--- src/rtl/mshr_pkg.sv ---
package mshr_pkg;

    typedef enum logic [1:0] {
        E_FREE       = 2'd0,
        E_WAIT_ISSUE = 2'd1,
        E_WAIT_FILL  = 2'd2,
        E_REPLAY     = 2'd3
    } ent_state_e;

    typedef enum logic {
        D_IDLE   = 1'b0,
        D_REPLAY = 1'b1
    } drn_state_e;

endpackage

--- src/rtl/mshr_entry.sv ---
module mshr_entry
    import mshr_pkg::*;
#(
    parameter int BLK_W  = 26,
    parameter int OFF_W  = 2,
    parameter int RTAG_W = 6,
    parameter int N_TGT  = 4,
    parameter int CNT_W  = $clog2(N_TGT + 1)
) (
    input  logic                    clk,
    input  logic                    rst_n,
    input  logic                    alloc_i,
    input  logic                    append_i,
    input  logic [BLK_W-1:0]        req_blk_i,
    input  logic [OFF_W-1:0]        req_off_i,
    input  logic [RTAG_W-1:0]       req_rtag_i,
    input  logic                    issue_ack_i,
    input  logic                    fill_take_i,
    input  logic                    release_i,
    output ent_state_e              state_o,
    output logic [BLK_W-1:0]        blk_o,
    output logic [CNT_W-1:0]        cnt_o,
    output logic [N_TGT*OFF_W-1:0]  tgt_off_o,
    output logic [N_TGT*RTAG_W-1:0] tgt_rtag_o
);

    ent_state_e       st_q, st_d;
    logic [BLK_W-1:0] blk_q;
    logic [CNT_W-1:0] cnt_q;
    logic             claim;
    logic             merging;

    // state register
    always_ff @(posedge clk or negedge rst_n) begin
        if (!rst_n) st_q <= E_FREE;
        else        st_q <= st_d;
    end

    // next state
    always_comb begin
        st_d = st_q;
        unique case (st_q)
            E_FREE:       if (alloc_i)     st_d = E_WAIT_ISSUE;
            E_WAIT_ISSUE: if (issue_ack_i) st_d = E_WAIT_FILL;
            E_WAIT_FILL:  if (fill_take_i) st_d = E_REPLAY;
            E_REPLAY:     if (release_i)   st_d = E_FREE;
            default:                       st_d = E_FREE;
        endcase
    end

    // outputs / qualified strobes
    always_comb begin
        claim   = 1'b0;
        merging = 1'b0;
        unique case (st_q)
            E_FREE:       claim   = alloc_i;
            E_WAIT_ISSUE: merging = append_i;
            E_WAIT_FILL:  merging = append_i;
            E_REPLAY:     merging = 1'b0;
            default:      merging = 1'b0;
        endcase
    end

    always_ff @(posedge clk or negedge rst_n) begin
        if (!rst_n) begin
            blk_q <= '0;
            cnt_q <= '0;
        end else if (claim) begin
            blk_q <= req_blk_i;
            cnt_q <= CNT_W'(1);
        end else if (merging) begin
            cnt_q <= cnt_q + CNT_W'(1);
        end else if (release_i && st_q == E_REPLAY) begin
            cnt_q <= '0;
        end
    end

    // target slots: slot 0 filled on claim, slot n on the n-th merge
    for (genvar s = 0; s < N_TGT; s++) begin : g_slot
        logic [OFF_W-1:0]  off_r;
        logic [RTAG_W-1:0] rtag_r;
        logic              wr;
        assign wr = (claim && s == 0) || (merging && cnt_q == CNT_W'(s));
        always_ff @(posedge clk) begin
            if (wr) begin
                off_r  <= req_off_i;
                rtag_r <= req_rtag_i;
            end
        end
        assign tgt_off_o[s*OFF_W +: OFF_W]    = off_r;
        assign tgt_rtag_o[s*RTAG_W +: RTAG_W] = rtag_r;
    end

    assign state_o = st_q;
    assign blk_o   = blk_q;
    assign cnt_o   = cnt_q;

    a_r2_alloc_only_free: assert property (@(posedge clk) disable iff (!rst_n)
        alloc_i |-> st_q == E_FREE);

    a_r3_append_with_room: assert property (@(posedge clk) disable iff (!rst_n)
        append_i |-> (cnt_q < CNT_W'(N_TGT)) &&
                     (st_q == E_WAIT_ISSUE || st_q == E_WAIT_FILL));

    a_r4_fill_when_waiting: assert property (@(posedge clk) disable iff (!rst_n)
        fill_take_i |-> st_q == E_WAIT_FILL);

    a_r5_release_frees: assert property (@(posedge clk) disable iff (!rst_n)
        (release_i && st_q == E_REPLAY) |=> st_q == E_FREE && cnt_q == '0);

    a_r8_busy_has_target: assert property (@(posedge clk) disable iff (!rst_n)
        (st_q != E_FREE) |-> cnt_q != '0);

endmodule

--- src/rtl/mshr_drain.sv ---
module mshr_drain
    import mshr_pkg::*;
#(
    parameter int N_ENT  = 4,
    parameter int N_TGT  = 4,
    parameter int OFF_W  = 2,
    parameter int RTAG_W = 6,
    parameter int WORD_W = 32,
    parameter int ID_W   = $clog2(N_ENT),
    parameter int CNT_W  = $clog2(N_TGT + 1),
    parameter int IDX_W  = $clog2(N_TGT),
    parameter int LINE_W = WORD_W << OFF_W
) (
    input  logic              clk,
    input  logic              rst_n,
    input  logic              fill_valid_i,
    input  logic [ID_W-1:0]   fill_id_i,
    input  logic [LINE_W-1:0] fill_data_i,
    input  logic [CNT_W-1:0]  sel_cnt_i,
    input  logic [OFF_W-1:0]  sel_off_i,
    input  logic [RTAG_W-1:0] sel_rtag_i,
    output logic              fill_ready_o,
    output logic              take_o,
    output logic [ID_W-1:0]   cur_id_o,
    output logic [IDX_W-1:0]  idx_o,
    output logic              release_o,
    output logic              resp_valid_o,
    output logic [RTAG_W-1:0] resp_rtag_o,
    output logic [WORD_W-1:0] resp_word_o
);

    drn_state_e        st_q, st_d;
    logic [ID_W-1:0]   id_q;
    logic [IDX_W-1:0]  idx_q;
    logic [LINE_W-1:0] data_q;
    logic              last;

    assign last = (CNT_W'(idx_q) + CNT_W'(1)) == sel_cnt_i;

    // state register
    always_ff @(posedge clk or negedge rst_n) begin
        if (!rst_n) st_q <= D_IDLE;
        else        st_q <= st_d;
    end

    always_comb begin
        st_d = st_q;
        unique case (st_q)
            D_IDLE:   if (fill_valid_i) st_d = D_REPLAY;
            D_REPLAY: if (last)         st_d = D_IDLE;
            default:                    st_d = D_IDLE;
        endcase
    end

    // outputs
    always_comb begin
        fill_ready_o = 1'b0;
        resp_valid_o = 1'b0;
        unique case (st_q)
            D_IDLE:   fill_ready_o = 1'b1;
            D_REPLAY: resp_valid_o = 1'b1;
            default:  fill_ready_o = 1'b0;
        endcase
    end

    assign take_o      = fill_ready_o & fill_valid_i;
    assign release_o   = resp_valid_o & last;
    assign resp_rtag_o = sel_rtag_i;
    assign resp_word_o = data_q[int'(sel_off_i)*WORD_W +: WORD_W];
    assign cur_id_o    = id_q;
    assign idx_o       = idx_q;

    always_ff @(posedge clk or negedge rst_n) begin
        if (!rst_n) begin
            id_q   <= '0;
            idx_q  <= '0;
            data_q <= '0;
        end else if (take_o) begin
            id_q   <= fill_id_i;
            idx_q  <= '0;
            data_q <= fill_data_i;
        end else if (resp_valid_o && !last) begin
            idx_q  <= idx_q + IDX_W'(1);
        end
    end

    a_r4_first_answer_next: assert property (@(posedge clk) disable iff (!rst_n)
        (fill_valid_i && fill_ready_o) |=> resp_valid_o && idx_q == '0);

    a_r4_idx_within_list: assert property (@(posedge clk) disable iff (!rst_n)
        resp_valid_o |-> CNT_W'(idx_q) < sel_cnt_i);

    a_r5_ready_after_release: assert property (@(posedge clk) disable iff (!rst_n)
        release_o |=> fill_ready_o && !resp_valid_o);

endmodule

--- src/rtl/mshr_tracker.sv ---
module mshr_tracker
    import mshr_pkg::*;
#(
    parameter int N_ENT  = 4,
    parameter int N_TGT  = 4,
    parameter int BLK_W  = 26,
    parameter int OFF_W  = 2,
    parameter int RTAG_W = 6,
    parameter int WORD_W = 32
) (
    input  logic                        clk,
    input  logic                        rst_n,
    input  logic                        miss_valid,
    input  logic [BLK_W-1:0]            miss_blk,
    input  logic [OFF_W-1:0]            miss_off,
    input  logic [RTAG_W-1:0]           miss_rtag,
    output logic                        stall,
    output logic                        mem_req_valid,
    input  logic                        mem_req_ready,
    output logic [BLK_W-1:0]            mem_req_blk,
    output logic [$clog2(N_ENT)-1:0]    mem_req_id,
    input  logic                        fill_valid,
    output logic                        fill_ready,
    input  logic [$clog2(N_ENT)-1:0]    fill_id,
    input  logic [(WORD_W<<OFF_W)-1:0]  fill_data,
    output logic                        resp_valid,
    output logic [RTAG_W-1:0]           resp_rtag,
    output logic [WORD_W-1:0]           resp_word
);

    localparam int ID_W   = $clog2(N_ENT);
    localparam int CNT_W  = $clog2(N_TGT + 1);
    localparam int IDX_W  = $clog2(N_TGT);
    localparam int LINE_W = WORD_W << OFF_W;

    ent_state_e               ent_st   [N_ENT];
    logic [BLK_W-1:0]         ent_blk  [N_ENT];
    logic [CNT_W-1:0]         ent_cnt  [N_ENT];
    logic [N_TGT*OFF_W-1:0]   ent_off  [N_ENT];
    logic [N_TGT*RTAG_W-1:0]  ent_rtag [N_ENT];

    logic [N_ENT-1:0] busy, match, match_full, match_play, pend;
    logic             all_busy, conflict, accept, do_alloc, do_append;
    logic [ID_W-1:0]  alloc_id, pick_id, hold_id_q;
    logic             hold_q;

    logic             take, rel;
    logic [ID_W-1:0]  cur_id;
    logic [IDX_W-1:0] cur_idx;
    logic [CNT_W-1:0] sel_cnt;
    logic [OFF_W-1:0] sel_off;
    logic [RTAG_W-1:0] sel_rtag;

    for (genvar i = 0; i < N_ENT; i++) begin : g_ent
        assign busy[i]       = ent_st[i] != E_FREE;
        assign match[i]      = miss_valid && busy[i] && ent_blk[i] == miss_blk;
        assign match_full[i] = match[i] && ent_cnt[i] == CNT_W'(N_TGT);
        assign match_play[i] = match[i] && ent_st[i] == E_REPLAY;
        assign pend[i]       = ent_st[i] == E_WAIT_ISSUE;

        mshr_entry #(
            .BLK_W (BLK_W),
            .OFF_W (OFF_W),
            .RTAG_W(RTAG_W),
            .N_TGT (N_TGT),
            .CNT_W (CNT_W)
        ) u_ent (
            .clk        (clk),
            .rst_n      (rst_n),
            .alloc_i    (do_alloc && alloc_id == ID_W'(i)),
            .append_i   (do_append && match[i]),
            .req_blk_i  (miss_blk),
            .req_off_i  (miss_off),
            .req_rtag_i (miss_rtag),
            .issue_ack_i(mem_req_valid && mem_req_ready && mem_req_id == ID_W'(i)),
            .fill_take_i(take && fill_id == ID_W'(i)),
            .release_i  (rel && cur_id == ID_W'(i)),
            .state_o    (ent_st[i]),
            .blk_o      (ent_blk[i]),
            .cnt_o      (ent_cnt[i]),
            .tgt_off_o  (ent_off[i]),
            .tgt_rtag_o (ent_rtag[i])
        );
    end

    // lookup, stall and accept
    assign all_busy  = &busy;
    assign conflict  = |(match_full | match_play);
    assign stall     = all_busy | conflict;
    assign accept    = miss_valid & ~stall;
    assign do_alloc  = accept & ~(|match);
    assign do_append = accept & (|match);

    // lowest free entry and lowest pending entry
    always_comb begin
        alloc_id = '0;
        pick_id  = '0;
        for (int i = N_ENT - 1; i >= 0; i--) begin
            if (!busy[i]) alloc_id = ID_W'(i);
            if (pend[i])  pick_id  = ID_W'(i);
        end
    end

    // issue: an offered request keeps its entry until taken
    always_ff @(posedge clk or negedge rst_n) begin
        if (!rst_n) begin
            hold_q    <= 1'b0;
            hold_id_q <= '0;
        end else begin
            hold_q    <= mem_req_valid & ~mem_req_ready;
            hold_id_q <= mem_req_id;
        end
    end

    assign mem_req_valid = |pend;
    assign mem_req_id    = hold_q ? hold_id_q : pick_id;
    assign mem_req_blk   = ent_blk[mem_req_id];

    // replay path
    assign sel_cnt  = ent_cnt[cur_id];
    assign sel_off  = ent_off[cur_id][int'(cur_idx)*OFF_W +: OFF_W];
    assign sel_rtag = ent_rtag[cur_id][int'(cur_idx)*RTAG_W +: RTAG_W];

    mshr_drain #(
        .N_ENT (N_ENT),
        .N_TGT (N_TGT),
        .OFF_W (OFF_W),
        .RTAG_W(RTAG_W),
        .WORD_W(WORD_W),
        .ID_W  (ID_W),
        .CNT_W (CNT_W),
        .IDX_W (IDX_W),
        .LINE_W(LINE_W)
    ) u_drain (
        .clk         (clk),
        .rst_n       (rst_n),
        .fill_valid_i(fill_valid),
        .fill_id_i   (fill_id),
        .fill_data_i (fill_data),
        .sel_cnt_i   (sel_cnt),
        .sel_off_i   (sel_off),
        .sel_rtag_i  (sel_rtag),
        .fill_ready_o(fill_ready),
        .take_o      (take),
        .cur_id_o    (cur_id),
        .idx_o       (cur_idx),
        .release_o   (rel),
        .resp_valid_o(resp_valid),
        .resp_rtag_o (resp_rtag),
        .resp_word_o (resp_word)
    );

    a_r3_single_match: assert property (@(posedge clk) disable iff (!rst_n)
        $onehot0(match));

    a_r2_request_held: assert property (@(posedge clk) disable iff (!rst_n)
        (mem_req_valid && !mem_req_ready) |=>
            mem_req_valid && $stable(mem_req_id) && $stable(mem_req_blk));

    a_r6_full_stalls: assert property (@(posedge clk) disable iff (!rst_n)
        (&busy) |-> stall);

    a_r7_hit_under_miss: assert property (@(posedge clk) disable iff (!rst_n)
        (!(&busy) && !miss_valid) |-> !stall);

endmodule

--- config.mk ---
export PLATFORM = sky130hd
export DESIGN_NAME = mshr_tracker
export DESIGN_NICKNAME = d
export VERILOG_FILES = /design/src/rtl/mshr_pkg.sv /design/src/rtl/mshr_entry.sv /design/src/rtl/mshr_drain.sv /design/src/rtl/mshr_tracker.sv
export SDC_FILE = /design/constraint.sdc
export NUM_CORES = 1
export LEC_CHECK = 0
export BUFFER_PORTS_ARGS = -buffer_cell sky130_fd_sc_hd__buf_2
export CAP_MARGIN = 20
export CORE_UTILIZATION = 38
export DETAILED_ROUTE_END_ITERATION = 10
export PLACE_DENSITY = 0.6
export REMOVE_ABC_BUFFERS = 1
export SYNTH_ARGS = -nofsm -noshare
export SYNTH_HDL_FRONTEND = slang
export SYNTH_HIERARCHICAL = 1
export SYNTH_SLANG_ARGS = --single-unit
--- constraint.sdc ---
create_clock -name clk -period 3.8 [get_ports clk]
set_clock_uncertainty 0.15 [all_clocks]
set_input_delay 1.14 -clock clk [delete_from_list [all_inputs] [get_ports clk]]
set_output_delay 1.14 -clock clk [all_outputs]
set_load 0.02 [all_outputs]
==> results.py, run 1 <==
metrics = {
    "run_status": {
        "status": "finished, violations left",
        "violations": "negative setup slack",
    },
    "critical_path": {
        "arrival_ns": 3.10,
        "critical_path.max_stage_delay_ns": 0.66,
        "crit_slowest_cell": "mux4_2",
        "cp_max_fo": 8,
        "required_ns": 2.51,
        "crit_type": "reg2out",
        "startpoint_type": "flip-flop",
        "cpMostUsedCell": "mux4_2",
        "path_cells": "mux4_2, mux4_2, buf_12, mux4_2, buf_6",
        "crit_buf_inv": 2,
        "cp_top_family": "multiplexers",
        "cp-end-kind": "output port",
        "reg2reg_slack_ns": 0.31,
    },
    "logic_synthesis": {
        "synth_mux_area_share_pct": 28.9,
        "synth_compound_area_share_pct": 1.85,
        "yosys.area_share.xor_xnor_pct": 4.94,
        "synth_warnings": 6,
        "yosysUniqueCellTypes": 48,
        "synthAdderAreaFrac_pct": 2.44,
        "synth_area_per_cell_sq_um": 15.5,
        "ys_ff_latch": 388,
        "ys_seq_area_share_pct": 54.6,
        "synth_top_family_by_area": "multiplexers",
        "netlist_area_sq_um": 19000,
        "synthCells": 1221,
        "synth-simple-area-share_pct": 4.19,
    },
    "timing": {
        "fin_crit_ns": 4.39,
        "setup_ws_ns": -0.588,
        "relSlewSlack_pct": 50.6,
        "setup_viol": 39,
        "worst_pin_slew_ns": 0.741,
        "rsz0062_at_grt": "yes",
        "fin_crit_sh_pct": 115,
        "max_freq_mhz": 228,
        "final-hold-violation-count": 0,
        "report.final.slew_viol_count": 0,
    },
    "drt": {
        "detail_route.first_pass.iterations": 4,
        "wl_um": 48100,
        "routed_via_density": 5.09,
        "num_vias": 11600,
        "drc": 0,
        "ant_nets": 0,
        "first_iter_violations": 740,
        "routedWlPerCell_um": 21.1,
    },
    "worst_hold_path": {
        "min_path_type": "reg2reg",
    },
    "global_route": {
        "grt-ovfl-total": 0,
        "antenna_found_initial": 5,
        "grt_use_total_pct": 19.0,
        "grt_first_pass_wirelength_um": 72900,
        "grt_max_degree": 131,
        "grt_pass1_vias": 12200,
    },
    "power_and_ir_drop": {
        "max-vdd-ir-drop_v": 0.000533,
        "internal_power_mw": 14.5,
        "p_sw_mw": 8.38,
        "leakagePower_nw": 10.6,
        "p_per_area_nw_per_um2": 943,
        "clock_power_share_pct": 18.6,
        "p_seq_share_pct": 30.0,
        "switching_share_pct": 36.7,
        "p_total_mw": 22.8,
        "pwr-share-comb_pct": 51.4,
    },
    "placed_design": {
        "place.gp.congestion": 0.825,
        "io_buffer_count": 238,
        "hpwlAfterDp_um": 33400,
    },
    "cts": {
        "clkTransAtPathRegs_ns": 0.06,
        "cts_tree": "yes",
        "cts_num_sinks": 388,
        "insertion_delay_ns": 0.57,
        "cts.htree.levels": 2,
        "ctsRootBufferMaster": "clkbuf_16",
        "numCtsBuffers": 45,
        "clk_path_buf_depth": 3,
    },
    "die": {
        "fp-row-count": 81,
        "fp.dieW_um": 225,
        "start_util_pct": 38.6,
        "die_area_sq_um": 50800,
        "coreArea_sq_um": 49100,
        "io_pins": 239,
        "die_y_um": 225,
    },
    "final_layout": {
        "layout_common_cells": "259 x dfrtp_1, 204 x buf_2, 166 x mux2_2",
        "layout_commonest_cell": "dfrtp_1",
        "drive_gt1_share_pct": 52.2,
        "area_growth_pct": 27.8,
        "final_core_util_pct": 49.4,
        "fin_nets": 1789,
    },
    "job": {
        "cap_violations": 0,
    },
}
[power by group through the flow]
| stage | registers, mW | logic (mW) | clock network [mW] |
|---|---|---|---|
| after CTS | 6.84 | 11.5 | 4.37 |
| after global routing | 7.07 | 12.5 | 4.51 |
| after floorplan | 6.71 | 7.08 | 0 |
| final | 6.86 | 11.7 | 4.24 |
| after global placement | 6.81 | 10.4 | 0 |
| after detailed placement | 6.86 | 10.5 | 0 |
[stage by stage]
step                      hold WS, ns  TNS [ns]  setup slack [ns]  cell area, sq um  instances
after floorplan                 0.325   -681.14             -4.37             18500       1145
after global placement          0.333    -48.41            -0.548             21700       2177
after detailed placement        0.341    -45.24            -0.480             21700       2177
after CTS                       0.354    -22.58            -0.661             23800       2273
after global routing            0.364    -24.27            -0.698             24200       2279
final                           0.349    -19.98            -0.588             24200       2280
[per-layer routing]
| metal | part of all wire, % | GRT usage (%) | wire length [um] | vias up |
|---|---|---|---|---|
| li1 | - | - | - | 5293 |
| met1 | 43 | 24.7 | 20800 | 5912 |
| met2 | 48 | 31.5 | 23200 | 321 |
| met3 | 6.7 | 4.72 | 3200 | 64 |
| met4 | 1.7 | 5.05 | 831 | 8 |
| met5 | 0.098 | 0 | 47 | - |
[synth_stat cells (all sizes together)]
| master | number | share of area (%) |
|---|---|---|
| dfrtp | 260 | 34 |
| inv | 32 | 0.63 |
| nor4 | 14 | 0.46 |
| mux4 | 75 | 9.0 |
| nand2b | 13 | 0.43 |
| o21ai | 3 | 0.079 |
| mux2i | 82 | 4.3 |
| and3 | 6 | 0.20 |
| a22o | 3 | 0.14 |
| o211ai | 6 | 0.26 |
| o2111ai | 4 | 0.18 |
| nor3b | 10 | 0.40 |
| nor2 | 24 | 0.48 |
| a32oi | 4 | 0.18 |
| nand2 | 19 | 0.53 |
| nor4b | 1 | 0.046 |
| ha | 37 | 2.4 |
| o31ai | 5 | 0.20 |
| and3b | 2 | 0.092 |
| clkbuf | 10 | 0.24 |
| nand3 | 5 | 0.13 |
| nor3 | 10 | 0.26 |
| edfxtp | 128 | 20 |
| a2bb2oi | 4 | 0.18 |
| nor2b | 6 | 0.20 |
| nand4 | 22 | 0.73 |
| a21oi | 12 | 0.32 |
| a41oi | 1 | 0.046 |
| a32o | 1 | 0.053 |
| mux2 | 238 | 16 |
| xnor2 | 80 | 3.7 |
| or2 | 2 | 0.066 |
| or4 | 2 | 0.079 |
| buf | 66 | 2.2 |
| and4 | 1 | 0.046 |
| nand3b | 1 | 0.040 |
| a22oi | 5 | 0.20 |
| xor2 | 27 | 1.2 |
[cell families (layout without fill, tap and decap cells)]
kind of cell / count (synthesis) / after routing
other cells: 0 / 1
compound gates: 48 / 48
simple gates: 138 / 138
buf+inv: 108 / 502
fa+ha+maj: 37 / 37
flops: 388 / 388
mux: 395 / 395
xor+xnor: 107 / 107
[state kept, by name, indices dropped and copies added (netlist names)]
| register | cells |
|---|---|
| g_ent.u_ent/cnt_o | 12 |
| g_ent.u_ent/g_slot.off_r | 32 |
| u_drain/idx_o | 2 |
| hold_q | 1 |
| u_drain/st_q | 1 |
| g_ent.u_ent/state_o | 8 |
| g_ent.u_ent/blk_o | 104 |
| hold_id_q | 2 |
| g_ent.u_ent/g_slot.rtag_r | 96 |
| u_drain/data_q | 128 |
| u_drain/cur_id_o | 2 |
[worst paths after layout]
| check | startpoint | to | depth (start not counted) |
|---|---|---|---|
| max | u_drain/cur_id_o[0] | resp_word[14] | 5 |
| min | u_drain/data_q[94] | u_drain/data_q[94] | 1 |
| max reg2reg | g_ent[3].u_ent/blk_o[8] | g_ent[3].u_ent/g_slot[0].rtag_r[1] | 11 |
| min reg2reg | u_drain/data_q[94] | u_drain/data_q[94] | 1 |
| max in group asynchronous | rst_n | u_drain/data_q[61] | 2 |
| min in group asynchronous | rst_n | u_drain/data_q[71] | 1 |
[layout make-up]
class / instances / area, sq um
fill: 4255 / 24800
sequential: 388 / 10400
multi-input combinational: 725 / 8520
timing repair buffer: 391 / 2950
clock buffer: 56 / 1220
tap: 664 / 831
clock inverter: 23 / 221
inverter: 32 / 120
antenna: 1 / 2.50
[timing repair]
action	CTS	global route
pin swaps	21	22
hold buffers	0	0
cloned	4	0
setup buffers	15	7
gates resized for setup	99	71
setup endpoints to repair	65	67
Note: power is estimated with default switching activity, not from simulation.
==> inputs of run 2 (changes only) <==
--- a/config.mk
+++ b/config.mk
@@ -7,9 +7,11 @@
 export LEC_CHECK = 0
 export BUFFER_PORTS_ARGS = -buffer_cell sky130_fd_sc_hd__buf_2
 export CAP_MARGIN = 20
+export CORE_ASPECT_RATIO = 0.75
 export CORE_UTILIZATION = 38
+export CTS_BUF_LIST = sky130_fd_sc_hd__clkbuf_8
 export DETAILED_ROUTE_END_ITERATION = 10
-export PLACE_DENSITY = 0.6
+export PLACE_DENSITY = 0.58
 export REMOVE_ABC_BUFFERS = 1
 export SYNTH_ARGS = -nofsm -noshare
 export SYNTH_HDL_FRONTEND = slang
==> constraint.sdc (replaced) <==
create_clock -name clk -period 4.59 [get_ports clk]
set_clock_uncertainty 0.15 [all_clocks]
set_input_delay 1.377 -clock clk [delete_from_list [all_inputs] [get_ports clk]]
set_output_delay 1.377 -clock clk [all_outputs]
set_load 0.02 [all_outputs]
==> run 2 against run 1 <==
Net effect: critical endpoint is now resp_word[28]; utilization fell by 2.7 points; setup slack improved by 0.54 ns; via count fell by 2.5%; clock power fell by 32%; critical path depth did not move; die area barely moved; the flow still finishes with violations (negative setup slack); flip-flop and latch count did not move; largest power group unchanged; hold slack barely moved; sequential power fell by 18%; design area fell by 5.6%.
==> results.py, run 2 (synthesized netlist as in run 1, its figures left out) <==
metrics = {
    "cts": {
        "insertion_delay_ns": 0.62,
        "cts.htree.levels": 3,
        "clkTransAtPathRegs_ns": 0.06,
        "cts_tree": "yes",
        "cts_num_sinks": 388,
        "ctsRootBufferMaster": "clkbuf_8",
        "cts_hold_buf": 0,
        "clk_path_buf_depth": 3,
        "numCtsBuffers": 66,
    },
    "worst_hold_path": {
        "min_path_type": "reg2reg",
    },
    "critical_path": {
        "crit_buf_inv": 2,
        "crit_type": "reg2out",
        "critical_path.max_stage_delay_ns": 0.58,
        "cp_max_fo": 32,
        "cpMostUsedCell": "mux4_2",
        "required_ns": 3.06,
        "arrival_ns": 3.11,
        "startpoint_type": "flip-flop",
        "cp-end-kind": "output port",
        "cp_top_family": "multiplexers",
        "crit_slowest_cell": "mux4_2",
        "path_cells": "mux4_2, mux4_2, buf_12, mux4_2, buf_6",
    },
    "die": {
        "io_pins": 239,
        "fp-row-count": 70,
        "start_util_pct": 38.7,
        "fp.dieW_um": 260,
        "coreArea_sq_um": 49000,
        "die_y_um": 195,
        "die_area_sq_um": 50800,
    },
    "final_layout": {
        "fin_nets": 1756,
        "largest_reg_flops": 128,
        "fill_cells": 4323,
        "drive_gt1_share_pct": 47.3,
        "final_cells": 2241,
        "area_growth_pct": 20.7,
        "layout_common_cells": "259 x dfrtp_1, 221 x buf_2, 166 x mux2_2",
        "layout_commonest_cell": "dfrtp_1",
        "final_area_sq_um": 22900,
        "top_register": "u_drain/data_q",
        "num_antenna_cells": 0,
    },
    "timing": {
        "max_freq_mhz": 215,
        "rsz0062_at_grt": "yes",
        "final-hold-violation-count": 0,
        "worst_pin_slew_ns": 1.00,
        "setup_viol": 31,
        "tns_ns": -0.624,
        "setup_ws_ns": -0.0516,
        "fin_crit_sh_pct": 101,
        "fin_crit_ns": 4.64,
        "report.final.slew_viol_count": 0,
        "relSlewSlack_pct": 32.4,
    },
    "global_route": {
        "grt_first_pass_wirelength_um": 72000,
        "grt_max_degree": 95,
        "grt_pass1_vias": 12100,
        "grt_use_total_pct": 18.7,
        "antenna_found_initial": 3,
        "grt-ovfl-total": 0,
    },
    "drt": {
        "detail_route.first_pass.iterations": 5,
        "ant_nets": 0,
        "wl_um": 46700,
        "first_iter_violations": 681,
        "num_vias": 11300,
        "drc": 0,
        "routed_via_density": 5.05,
        "routedWlPerCell_um": 20.8,
    },
    "power_and_ir_drop": {
        "max-vdd-ir-drop_v": 0.000435,
        "leakagePower_nw": 10.1,
        "p_per_area_nw_per_um2": 758,
    },
    "placed_design": {
        "io_buffer_count": 238,
        "place.gp.congestion": 0.799,
        "pre_cts_slack_ns": -0.135,
        "dp_cells": 2125,
        "hpwlAfterDp_um": 32100,
        "placed_area_sq_um": 21400,
    },
    "job": {
        "cap_violations": 0,
    },
    "run_status": {
        "status": "finished, violations left",
        "violations": "negative setup slack",
    },
}
-- run 2: cell count changes in the layout (fill, tap and decap cells not counted), moves of 5 or more --
cell       delta
clkbuf_8     +70
clkbuf_16    -46
buf_4        -35
inv_1        +27
xnor2_1      +25
buf_6        -23
xnor2_2      -21
buf_2        +17
mux2i_1       +9
mux2i_2       -8
clkbuf_1      -7
buf_12        -5
-- run 2: per-stage QoR --
stage / util, % / hold WS [ns] / total power [mW]
4_1_cts: 46.4 / 0.354 / 17.4
2_1_floorplan: - / 0.325 / 11.5
3_5_place_dp: 43.7 / 0.341 / 14.2
3_3_place_gp: 43.7 / 0.334 / 14.1
6_report: 46.7 / 0.349 / 17.3
5_1_grt: 46.7 / 0.365 / 18.4
-- run 2: worst paths after layout --
check,from,end,slack (ns),cells past startpoint
max in group asynchronous,rst_n,g_ent[0].u_ent/blk_o[21],2.62,2
min reg2reg,u_drain/data_q[81],u_drain/data_q[81],0.35,1
max,u_drain/cur_id_o[0],resp_word[28],-0.05,5
min,u_drain/data_q[81],u_drain/data_q[81],0.35,1
min in group asynchronous,rst_n,u_drain/data_q[24],0.63,1
max reg2reg,u_drain/cur_id_o[0],g_ent[0].u_ent/state_o[1],0.74,9
-- run 2: timing repair --
action / 4_1_cts / 5_1_grt
resized for setup: 24 / 28
pin swaps: 5 / 3
endpoints found under the setup margin: 33 / 36
buffers inserted: 2 / 3
-- run 2: cell type report --
class	instances	area [sq um]	share of cell area [%]
multi-input cells	725	8150	35.7
inverters	32	120	0.525
clock inverters	38	188	0.821
flip-flops and latches	388	10400	45.3
clock buffers	73	1000	4.39
repair buffers	337	2240	9.78
well taps	648	811	3.55
-- run 2: power breakdown --
| group | leakage, nW | switching, mW | internal, mW | total, mW |
|---|---|---|---|---|
| clock network | 0.708 | 1.40 | 1.51 | 2.90 |
| registers | 4.31 | 0.900 | 4.75 | 5.65 |
| logic | 5.12 | 4.30 | 4.48 | 8.78 |
-- run 2: worst reg2reg max path, delay by kind of cell, from the launching register on --
kind,cells,cell delay [ns]
XOR/XNOR,1,0.21
AND/OR/NAND/NOR,3,1.40
AO/OA/AOI/OAI,1,0.17
buffers and inverters,2,0.45
multiplexers,2,0.87
flip-flops,1,0.50
-- run 2: layer usage --
layer	up-vias	track usage, %	part of all wire, %
met5	-	0	0.079
met4	6	4.86	1.6
met3	61	4.14	5.6
met2	293	28.1	45
met1	5766	27.1	48
li1	5186	-	-
==> inputs of run 3 (changes only) <==
--- a/config.mk
+++ b/config.mk
@@ -11,7 +11,7 @@
 export CORE_UTILIZATION = 38
 export CTS_BUF_LIST = sky130_fd_sc_hd__clkbuf_8
 export DETAILED_ROUTE_END_ITERATION = 10
-export PLACE_DENSITY = 0.58
+export PLACE_DENSITY = 0.6
 export REMOVE_ABC_BUFFERS = 1
 export SYNTH_ARGS = -nofsm -noshare
 export SYNTH_HDL_FRONTEND = slang
==> constraint.sdc (replaced) <==
create_clock -name clk -period 3.8 [get_ports clk]
set_clock_uncertainty 0.15 [all_clocks]
set_input_delay 1.14 -clock clk [delete_from_list [all_inputs] [get_ports clk]]
set_output_delay 1.14 -clock clk [all_outputs]
set_load 0.02 [all_outputs]
==> run 3 against run 2 <==
Net effect: the flow still finishes with violations (negative setup slack); register-to-register slack lost 0.40 ns; die area is the same; critical path depth grew 1; sequential power grew 21%; global-route usage grew 0.36 points; highest routed layer unchanged; utilization grew 2.2 points.
==> results.py, run 3 (synthesized netlist as in run 1, its figures left out) <==
metrics = {
    "drt": {
        "first_iter_violations": 618,
        "routedWlPerCell_um": 20.8,
        "wl_um": 48000,
        "ant_nets": 0,
        "num_vias": 11700,
        "drc": 0,
        "routed_via_density": 5.09,
        "detail_route.first_pass.iterations": 5,
    },
    "critical_path": {
        "cpMostUsedCell": "mux4_2",
        "crit_type": "reg2out",
        "cp-end-kind": "output port",
        "arrival_ns": 3.11,
        "path_depth": 6,
        "crit_slowest_cell": "mux4_2",
        "path_cells": "buf_12, mux4_2, mux4_2, buf_12, mux4_2, buf_6",
        "worstRegToRegCells": 13,
        "critical_path.max_stage_delay_ns": 0.57,
        "cp_top_family": "multiplexers",
        "startpoint_type": "flip-flop",
        "cp_max_fo": 32,
        "crit_buf_inv": 3,
        "required_ns": 2.51,
    },
    "placed_design": {
        "pre_cts_slack_ns": -0.496,
        "place.gp.congestion": 0.805,
        "io_buffer_count": 238,
        "dp_cells": 2163,
        "hpwlAfterDp_um": 32700,
    },
    "die": {
        "fp.dieW_um": 260,
        "die_y_um": 195,
        "start_util_pct": 38.7,
        "die_area_sq_um": 50800,
        "fp-row-count": 70,
        "coreArea_sq_um": 49000,
        "io_pins": 239,
    },
    "timing": {
        "final-hold-violation-count": 0,
        "fin_crit_ns": 4.40,
        "report.final.slew_viol_count": 0,
        "hold_ws_ns": 0.339,
        "rsz0062_at_grt": "yes",
        "setup_viol": 40,
        "max_freq_mhz": 227,
        "setup_ws_ns": -0.599,
        "worst_pin_slew_ns": 0.818,
        "fin_crit_sh_pct": 116,
        "relSlewSlack_pct": 44.7,
    },
    "global_route": {
        "grt_pass1_vias": 12400,
        "grt_first_pass_wirelength_um": 73300,
        "grt_max_degree": 104,
        "antenna_found_initial": 3,
        "grt-ovfl-total": 0,
        "grt_use_total_pct": 19.0,
    },
    "final_layout": {
        "layout_common_cells": "254 x dfrtp_1, 209 x buf_2, 166 x mux2_2",
        "area_growth_pct": 26.4,
        "final_core_util_pct": 48.9,
        "layout_commonest_cell": "dfrtp_1",
        "fin_nets": 1816,
        "num_antenna_cells": 0,
        "final_cells": 2304,
        "largest_reg_flops": 128,
        "fill_cells": 4218,
        "top_register": "u_drain/data_q",
        "drive_gt1_share_pct": 51.9,
    },
    "power_and_ir_drop": {
        "max-vdd-ir-drop_v": 0.000679,
        "leakagePower_nw": 10.6,
        "p_total_mw": 22.3,
        "p_per_area_nw_per_um2": 933,
    },
    "cts": {
        "ctsRootBufferMaster": "clkbuf_8",
        "cts.htree.levels": 3,
        "cts_hold_buf": 0,
        "cts_num_sinks": 388,
        "clk_path_buf_depth": 3,
        "insertion_delay_ns": 0.64,
        "numCtsBuffers": 67,
        "clkTransAtPathRegs_ns": 0.06,
        "cts_tree": "yes",
    },
    "worst_hold_path": {
        "min_path_type": "in2async",
    },
    "job": {
        "cap_violations": 0,
    },
    "run_status": {
        "violations": "negative setup slack",
        "status": "finished, violations left",
    },
}
-- run 3: cell types whose count changed in the layout (fill, tap and decap cells not counted), moves of 8 or more --
cell / previous run / this run
clkbuf_8: 73 / 81
mux2i_2: 0 / 8
buf_2: 221 / 209
buf_4: 83 / 129
xnor2_2: 4 / 14
xnor2_1: 75 / 65
buf_12: 15 / 25
mux2i_1: 82 / 72
-- run 3: layer usage --
metal	wire, um	up-vias	track usage, %	part of all wire (%)
li1	-	5334	-	-
met1	22500	5991	27.2	47
met2	21600	322	28.4	45
met5	27	-	0	0.056
met3	2870	75	4.79	6.0
met4	938	4	5.42	2.0
-- run 3: final cells by class --
cell class              instances  area [sq um]  share of cell area (%)
clock inverters                34           144                   0.601
flip-flops and latches        388         10400                    43.2
multi-input cells             725          8370                    34.9
repair buffers                396          3030                    12.7
well taps                     648           811                    3.39
clock buffers                  81          1110                    4.66
inverters                      32           120                   0.502
-- run 3: through the flow --
step                instance area, sq um  setup TNS, ns
floorplan                          18500        -681.14
global placement                   21800         -35.72
detailed placement                 21800         -46.75
CTS                                23700         -22.19
global route                       23900         -25.19
finish                             23900         -19.20
-- run 3: what timing repair did --
action / CTS / global route
gates resized for setup: 85 / 46
pin swaps: 13 / 8
cloned: 6 / 2
endpoints found under the setup margin: 65 / 73
setup buffers: 17 / 2
-- run 3: path summary, 6_finish.rpt --
check | from | endpoint | slack (ns)
max in group asynchronous | rst_n | g_ent[2].u_ent/blk_o[20] | 2.26
worst min-delay path | rst_n | u_drain/data_q[3] | 0.34
worst max-delay path | u_drain/cur_id_o[0] | resp_word[6] | -0.60
worst max register to register | g_ent[2].u_ent/state_o[0] | g_ent[3].u_ent/g_slot[2].rtag_r[0] | 0.34
min in group clk | u_drain/data_q[66] | u_drain/data_q[66] | 0.35
worst min register to register | u_drain/data_q[66] | u_drain/data_q[66] | 0.35
-- run 3: power breakdown --
group,total [mW],switching [mW],internal [mW]
sequential,6.84,1.10,5.74
clock,3.62,1.71,1.92
combinational,11.9,5.58,6.30
total,22.3,8.38,14.0
-- run 3: worst reg2reg max path: stages, from the launching register on --
cell	delay, ns
dfrtp_1	0.41
buf_4	0.17
nor2_1	0.33
nor4_2	0.10
and4_4	0.17
nand4_1	0.11
o211ai_2	0.11
buf_4	0.14
buf_4	0.12
buf_4	0.14
nor3_1	0.40
nand2_1	0.25
nor3b_1	0.29
buf_4	0.24
